--- config.mk ---
export PLATFORM = sky130hd
export DESIGN_NAME = pcint_unit
export DESIGN_NICKNAME = d
export VERILOG_FILES = /design/src/rtl/pcint_pkg.sv /design/src/rtl/pcint_sync.sv /design/src/rtl/pcint_detect.sv /design/src/rtl/pcint_flag.sv /design/src/rtl/pcint_unit.sv
export SDC_FILE = /design/constraint.sdc
export NUM_CORES = 1
export LEC_CHECK = 0
export BUFFER_PORTS_ARGS = -buffer_cell sky130_fd_sc_hd__buf_2
export CORE_AREA = 2 2 55 57
export DETAILED_ROUTE_END_ITERATION = 8
export DIE_AREA = 0 0 57 59
export MAX_ROUTING_LAYER = met4
export PLACE_DENSITY = 0.74
export SETUP_SLACK_MARGIN = 0.3
export SLEW_MARGIN = 5
export SYNTH_ARGS = -nofsm -noshare
export SYNTH_HDL_FRONTEND = slang
export SYNTH_SLANG_ARGS = --single-unit
--- constraint.sdc ---
create_clock -name clk_i -period 1.4 [get_ports clk_i]
set_input_delay 0.14 -clock clk_i [delete_from_list [all_inputs] [get_ports clk_i]]
set_output_delay 0.14 -clock clk_i [all_outputs]
set_load 0.01 [all_outputs]
--- src/rtl/pcint_pkg.sv ---
package pcint_pkg;
  localparam int unsigned PC_NUM_PINS = 11;
  localparam int unsigned PC_NUM_ALT  = 3;
  localparam int unsigned PC_NUM_GRP  = 2;
  // 1 marks a group-1 pin
  localparam logic [PC_NUM_PINS-1:0] PC_GRP1_MAP = 11'h7F0;
  localparam int unsigned PC_PRIME_CYC = 3;
endpackage

--- src/rtl/pcint_sync.sv ---
module pcint_sync #(
  parameter int unsigned W = 8
) (
  input  logic         clk_i,
  input  logic         rst_ni,
  input  logic [W-1:0] d_i,
  output logic [W-1:0] q_o
);
  for (genvar i = 0; i < W; i++) begin : g_bit
    logic s1_q, s2_q;
    always_ff @(posedge clk_i or negedge rst_ni) begin
      if (!rst_ni) begin
        s1_q <= 1'b0;
        s2_q <= 1'b0;
      end else begin
        s1_q <= d_i[i];
        s2_q <= s1_q;
      end
    end
    assign q_o[i] = s2_q;
  end
endmodule

--- src/rtl/pcint_detect.sv ---
module pcint_detect
  import pcint_pkg::*;
#(
  parameter int unsigned NPIN = PC_NUM_PINS,
  parameter int unsigned NALT = PC_NUM_ALT,
  parameter logic [NPIN-1:0] GRP1_MAP = PC_GRP1_MAP,
  parameter int unsigned PRIME_CYC = PC_PRIME_CYC
) (
  input  logic                 clk_i,
  input  logic                 rst_ni,
  input  logic [NPIN-1:0]      sync_i,
  input  logic [NALT*NPIN-1:0] alt_cond_i,
  input  logic [1:0]           grp_en_i,
  output logic                 evt_o
);
  localparam int unsigned PW = $clog2(PRIME_CYC + 1);

  logic [NPIN-1:0] hist_q, chg, alt_pin, pin_en;
  logic [PW-1:0]   prime_q;
  logic            primed;

  always_ff @(posedge clk_i or negedge rst_ni) begin
    if (!rst_ni) begin
      hist_q  <= '0;
      prime_q <= '0;
    end else begin
      hist_q <= sync_i;  // always tracks, masks do not gate history
      if (!primed) prime_q <= prime_q + 1'b1;
    end
  end

  assign primed = (prime_q == PW'(PRIME_CYC));
  assign chg    = sync_i ^ hist_q;

  for (genvar p = 0; p < NPIN; p++) begin : g_pin
    logic [NALT-1:0] conds;
    for (genvar c = 0; c < NALT; c++) begin : g_cond
      assign conds[c] = alt_cond_i[c*NPIN+p];
    end
    assign alt_pin[p] = |conds;
    assign pin_en[p]  = (GRP1_MAP[p] ? grp_en_i[1] : grp_en_i[0]) & ~alt_pin[p];
  end

  assign evt_o = primed & |(chg & pin_en);

  AST_GRP_OFF_SILENT: assert property (@(posedge clk_i) disable iff (!rst_ni)
    (grp_en_i == 2'b00) |-> !evt_o);
  AST_ALT_ALL_SILENT: assert property (@(posedge clk_i) disable iff (!rst_ni)
    (&alt_cond_i[NPIN-1:0]) |-> !evt_o);
endmodule

--- src/rtl/pcint_flag.sv ---
module pcint_flag (
  input  logic clk_i,
  input  logic rst_ni,
  input  logic set_i,
  input  logic clr_i,
  output logic flag_o
);
  logic flag_q;

  always_ff @(posedge clk_i or negedge rst_ni) begin
    if (!rst_ni) flag_q <= 1'b0;
    else         flag_q <= set_i | (flag_q & ~clr_i);  // set beats clear
  end

  assign flag_o = flag_q;

  AST_SET_WINS: assert property (@(posedge clk_i) disable iff (!rst_ni)
    set_i |=> flag_o);
  AST_STICKY: assert property (@(posedge clk_i) disable iff (!rst_ni)
    (flag_o && !clr_i) |=> flag_o);
  AST_CLR_TAKES: assert property (@(posedge clk_i) disable iff (!rst_ni)
    (clr_i && !set_i) |=> !flag_o);
endmodule

--- src/rtl/pcint_unit.sv ---
module pcint_unit
  import pcint_pkg::*;
#(
  parameter int unsigned NPIN = PC_NUM_PINS,
  parameter int unsigned NALT = PC_NUM_ALT,
  parameter logic [NPIN-1:0] GRP1_MAP = PC_GRP1_MAP
) (
  input  logic                 clk_i,
  input  logic                 rst_ni,
  input  logic [NPIN-1:0]      pin_i,
  input  logic [NALT*NPIN-1:0] alt_cond_i,
  input  logic [1:0]           grp_en_i,
  input  logic                 flag_clr_i,
  output logic                 flag_o,
  output logic                 irq_o
);
  logic [NPIN-1:0] pin_sync;
  logic            evt;

  pcint_sync #(.W(NPIN)) u_sync (
    .clk_i(clk_i), .rst_ni(rst_ni), .d_i(pin_i), .q_o(pin_sync)
  );

  pcint_detect #(.NPIN(NPIN), .NALT(NALT), .GRP1_MAP(GRP1_MAP)) u_detect (
    .clk_i(clk_i), .rst_ni(rst_ni), .sync_i(pin_sync),
    .alt_cond_i(alt_cond_i), .grp_en_i(grp_en_i), .evt_o(evt)
  );

  pcint_flag u_flag (
    .clk_i(clk_i), .rst_ni(rst_ni), .set_i(evt), .clr_i(flag_clr_i), .flag_o(flag_o)
  );

  assign irq_o = flag_o;

  AST_DISABLED_NO_RISE: assert property (@(posedge clk_i) disable iff (!rst_ni)
    (!flag_o && grp_en_i == 2'b00) |=> !flag_o);
  AST_STABLE_PINS_QUIET: assert property (@(posedge clk_i) disable iff (!rst_ni)
    (!flag_o && $stable(pin_i) && $past(pin_i) == pin_i && !evt) |=> !flag_o);
endmodule

==> impl_results.md, run 1 <==
- Setup violators final: 0
- Worst Path Arrival: between 1500 and 2000 ps
- Most frequent cells in the layout: 50 x buf_2, 36 x dfrtp_1, 12 x dlygate4sd3_1, 8 x xnor2_1, 7 x nor4_1
- DR iter-0 viols: 6
- Synthesized flop and latch total: 36
- Clock transition at path regs: about 100 ps
- Post-synth top area share: about 76%
- Crit path launch type: flop
- Hold Vio Cnt, Final: 0
- Fin Setup TNS: 0 ps
- Post-synthesis sequential area ratio: between 70% and 80%
- Vias per cell: about 4.7
- Tightest Pin Transition: about 740 ps
- Final Cycle Share: about 90%
- Final Slew Violations: 0
- CTS Buf Count: 5
- Final Critical Period: about 1300 ps
- Gate Count Post-Synth: 74
- Commonest non-fill, non-tap cell in the layout: buf_2
- Area contributors post-synth: dfrtp_1 76%, xnor2_1 5.9%, nor4_1 3.7%
- Core area: ~2700 um2
- Unique masters post-synth: 14
- PortBufs: 50
- Fmax: just under 800 MHz
- Ys Warns: 0
- Clock Path Buffers: 2
- Clk sink count: 36
- N_diodes: 0
- # IOs: 51
- Row cnt: 19
- Power consumption: around 1.8 mW
- Relative slew slack: 50.9%
- Fraction of layout instances using a drive strength above 1: between 40% and 50%
- Worst endpoint required time: approximately 1600 ps
- Vias: 828
- Starting Density: between 40% and 50%
- Net Count, Synth: ~120
- Die Area: approximately 3400 um2
- Root Driver: clkbuf_4
- Max IR drop VDD: between 0.8 and 0.9 mV
- Largest area contributor in the netlist: dfrtp_1
- Clock skew: between 6 and 7 ps
- Pwr dens: between 1000 and 1500 nW/um2
- Leakage: 0.780 nW
- HPWL after DPL: 1580 um
- Number of remaining DRC errors: 0
- GPL Wtd Cong: about 0.77
- Max_cap viols: 0
- Routed Antenna Nets: 0
- H-tree Lvls: 2
- Critical path type: flop to flop
- Drt wl/cell: 11.9 um
- Global-route wire length before repair: approximately 3700 um
- Crit. End Element: flop
- Clk_lat worst skew: approximately 320 ps
- Die X: 57 um
- Largest net degree at the start of global routing: 37
- Antenna violations before repair: 0
- Hold WS: between 100 and 150 ps
- Worst-path fanout max: 2
- Grt total ovfl: 0
- Die Y: between 50 and 60 um
- Synth Cell Area: 1190 um2
- CTS tree: yes
- Router iterations before antenna repair: 3
- Mean Syn Cell Area: around 16 um2
- Status: finished, final reports clean
- Nets: roughly 190
- Routed Wire Length: roughly 2100 um
- Hold Path Class: primary input to flop
- Vias in the first global route: just over 900
- Area Growth Syn to Fin: 39.1%
- Overall routing resource usage: 15.2%
- RSZ-0062 raised after global routing: yes
cell families after synthesis:
logic type | Yosys count | synth area share [%]
buffers and inverters | 2 | 0.945
DFF | 36 | 75.6
and+or+nand+nor | 16 | 9.24
xor gates and xnor gates | 12 | 8.82
adders and majority gates | 1 | 1.05
muxes | 1 | 0.945
AOI/OAI and AO/OA | 6 | 3.36
what timing repair did:
action / 4_1_cts / 5_1_grt
gates resized for setup: 0 / 1
endpoints found under the hold margin: 47 / 0
pin swaps: 1 / 2
hold buffers: 12 / 0
setup buffers: 0 / 2
endpoints found under the setup margin: 1 / 2
report_power, final:
part / switching [mW] / internal [mW] / total (mW)
Clock: 0.288 / 0.185 / 0.473
Combinational: 0.0713 / 0.111 / 0.182
Sequential: 0.0266 / 1.09 / 1.12
cell type report:
| type | count | area (um2) |
|---|---|---|
| inverters | 1 | 3.75 |
| repair buffers | 64 | 385 |
| fillers | 228 | 1050 |
| well taps | 31 | 38.8 |
| clock inverters | 1 | 5.00 |
| clock buffers | 6 | 41.3 |
| flip-flops and latches | 36 | 901 |
| multi-input cells | 36 | 282 |
sequential cells by signal, indices dropped and copies added (netlist names):
| register | count |
|---|---|
| u_detect.hist_q | 11 |
| u_detect.prime_q | 2 |
| u_flag.flag_o | 1 |
| u_sync.g_bit.s1_q | 11 |
| u_sync.g_bit.s2_q | 11 |
final timing paths:
kind	startpoint	endpoint	slack [ps]	cells after the start
setup reg to reg	u_sync.g_bit[7].s2_q	u_flag.flag_o	100	5
setup / recovery	u_sync.g_bit[7].s2_q	u_flag.flag_o	100	5
min in group asynchronous	rst_ni	u_sync.g_bit[0].s2_q	410	2
hold reg to reg	u_sync.g_bit[8].s1_q	u_sync.g_bit[8].s2_q	350	0
hold / removal	flag_clr_i	u_flag.flag_o	110	3
max in group asynchronous	rst_ni	u_sync.g_bit[9].s1_q	520	2
worst max-delay path, cell delays in order (launching register included):
cell and delay, ps:
dfrtp_1 410, xnor2_1 170, nor4_1 70, a21oi_1 130
nand4_1 120, a221o_1 300
per-layer routing:
metal / vias up / routed length, um / global-route usage, % / share of wire (%)
met2: 26 / 1190 / 26.1 / 57
met5: - / 0 / - / 0
li1: 399 / - / - / -
met1: 398 / 753 / 15.4 / 36
met4: 0 / 36 / 8.97 / 1.7
met3: 5 / 104 / 4.59 / 5.0
synthesized netlist by cell type:
library cell,n
o311a_1,1
dfrtp_1,36
a221o_1,1
nor4b_1,4
nand2b_1,4
nand4_1,1
inv_1,1
xor2_1,4
mux2_2,1
a21oi_1,4
buf_4,1
ha_1,1
nor4_1,7
xnor2_1,8
per-stage QoR:
step                      cells  util, %  instance area (um2)  worst slack (ps)
after global routing        175     61.1                 1660             -18.1
after CTS                   173     60.5                 1640              75.1
after detailed placement    154     54.3                 1470              80.7
after floorplan              74        -                 1190               155
after global placement      154     54.3                 1470              93.5
final                       175     61.1                 1660               102
No activity file was read; power rests on OpenSTA's default activity.
==> inputs of run 2 (changes only) <==
- HOLD_SLACK_MARGIN: default -> 0.12
==> impl_results.md, run 2 (same netlist as run 1, synthesis figures left out) <==
- Core area: ~2700 um2
- Pwr dens: between 1000 and 1500 nW/um2
- N_diodes: 0
- RSZ-0062 raised after global routing: yes
- Commonest non-fill, non-tap cell in the layout: buf_2
- Power consumption: around 1.8 mW
- Fraction of layout instances using a drive strength above 1: between 40% and 50%
- Clock transition at path regs: roughly 100 ps
- Final Critical Period: about 1300 ps
- Relative slew slack: 50.9%
- Top Registers: u_detect.hist_q: 11 flops, u_sync.g_bit.s1_q: 11 flops, u_sync.g_bit.s2_q: 11 flops
- Final Slew Violations: 0
- Vias: 832
- Register area: 901 um2
- Area Growth Syn to Fin: 39.9%
- Busiest metal layer after global routing: met2
- Net Sw Power: about 0.39 mW
- PortBufs: 50
- CTS tree: yes
- Fmax: ~770 MHz
- Clk_lat worst skew: approximately 320 ps
- Hold Path Class: primary input to flop
- Crit path launch type: flop
- DR iter-0 viols: 9
- Vias per cell: about 4.7
- Starting Density: approximately 44%
- Filler cell count: 230
- GPL Wtd Cong: between 0.7 and 0.8
- Drt wl/cell: around 12 um
- Sequential Power Share: 62.9%
- Area of the multi-input gates: ~280 um2
- Worst hold path stage count: 3
- Overall routing resource usage: ~15%
- Die Y: 59 um
- H-tree Lvls: 2
- Die Area: between 3000 and 4000 um2
- Router iterations before antenna repair: 3
- Largest net degree at the start of global routing: 37
- Max IR drop VDD: 0.828 mV
- Status: finished, final reports clean
- Number of remaining DRC errors: 0
- Grt total ovfl: 0
- Crit. End Element: flop
- Clock power frac: between 20% and 30%
- Routed Wire Length: between 2000 and 2500 um
- HPWL after DPL: roughly 1600 um
- Worst endpoint required time: roughly 1600 ps
- GR Layer Usage met2: around 27%
- Root Driver: clkbuf_4
- Vias in the first global route: roughly 930
- Hold WS: 251 ps
- Antenna violations before repair: 0
- Clock skew: approximately 7.7 ps
- Most frequent cells in the layout: 50 x buf_2, 36 x dfrtp_1, 13 x dlygate4sd3_1, 8 x xnor2_1, 7 x nor4_1
- Worst Path Arrival: about 1500 ps
- Critical path type: flop to flop
- Row cnt: 19
- Sw frac: between 20 and 25%
- Die X: between 50 and 60 um
- Grt met3 use: about 4.6%
- Global Route met1 Usage: around 15%
- Clk sink count: 36
- Tightest Pin Transition: 737 ps
- Cell count of the worst reg-to-reg path: 5
- Setup violators final: 0
- Clock Path Buffers: 2
- Routed Antenna Nets: 0
- Global-route wire length before repair: between 3000 and 4000 um
- Leakage: slightly below 0.8 nW
- Hold Vio Cnt, Final: 0
- Max_cap viols: 0
- Logic gate share of total power: between 10% and 20%
- # IOs: 51
- Internal power: roughly 1.4 mW
- Worst-path fanout max: 2
- Nets: 195
- Final Cycle Share: around 93%
- CTS Buf Count: 5
[run 2: worst max-delay path: stages (launching register included)]
cell and delay [ps]:
dfrtp_1 410, xnor2_1 170, nor4_1 70, a21oi_1 130, nand4_1 130, a221o_1 300
[run 2: worst paths after layout]
kind	from	end	slack [ps]
max	u_sync.g_bit[7].s2_q	u_flag.flag_o	100
min in group asynchronous	rst_ni	u_detect.hist_q[1]	410
max in group asynchronous	rst_ni	u_sync.g_bit[9].s1_q	520
max reg2reg	u_sync.g_bit[7].s2_q	u_flag.flag_o	100
min	grp_en_i[1]	u_flag.flag_o	250
min reg2reg	u_sync.g_bit[8].s1_q	u_sync.g_bit[8].s2_q	350
[run 2: layer usage]
layer  part of all wire, %  vias up
met5                     0        -
met4                   1.7        0
met3                   4.7        5
met2                    57       24
met1                    36      402
li1                      -      401
[run 2: area by class of cell]
class | instances | area share [%]
Sequential cell | 36 | 54.1
Timing Repair Buffer | 65 | 23.7
Multi-Input combinational cell | 36 | 16.9
Clock buffer | 6 | 2.48
Tap cell | 31 | 2.33
Clock inverter | 1 | 0.300
Inverter | 1 | 0.225
[run 2: through the flow]
step | area (um2) | setup TNS [ps] | util (%) | setup WS, ps | instances
floorplan | 1190 | 0 | - | 155 | 74
global placement | 1470 | 0 | 54.3 | 93.5 | 154
detailed placement | 1470 | 0 | 54.3 | 80.7 | 154
CTS | 1650 | 0 | 60.8 | 75.1 | 174
global route | 1670 | -18.1 | 61.5 | -18.1 | 176
finish | 1670 | 0 | 61.5 | 103 | 176
[run 2: timing repair]
action                                  4_1_cts  5_1_grt
pin swaps                                     1        2
setup buffers                                 0        2
resized for setup                             0        1
endpoints found under the setup margin        1        2
hold endpoints to repair                     48        0
hold buffers                                 13        0
[run 2: power by group through the flow]
stage               Combinational [mW]  Clock [mW]  Sequential, mW
floorplan                       0.0579           0            1.14
global placement                 0.154           0            1.14
detailed placement               0.159           0            1.14
CTS                              0.186       0.498            1.12
global route                     0.208       0.558            1.13
finish                           0.185       0.475            1.12
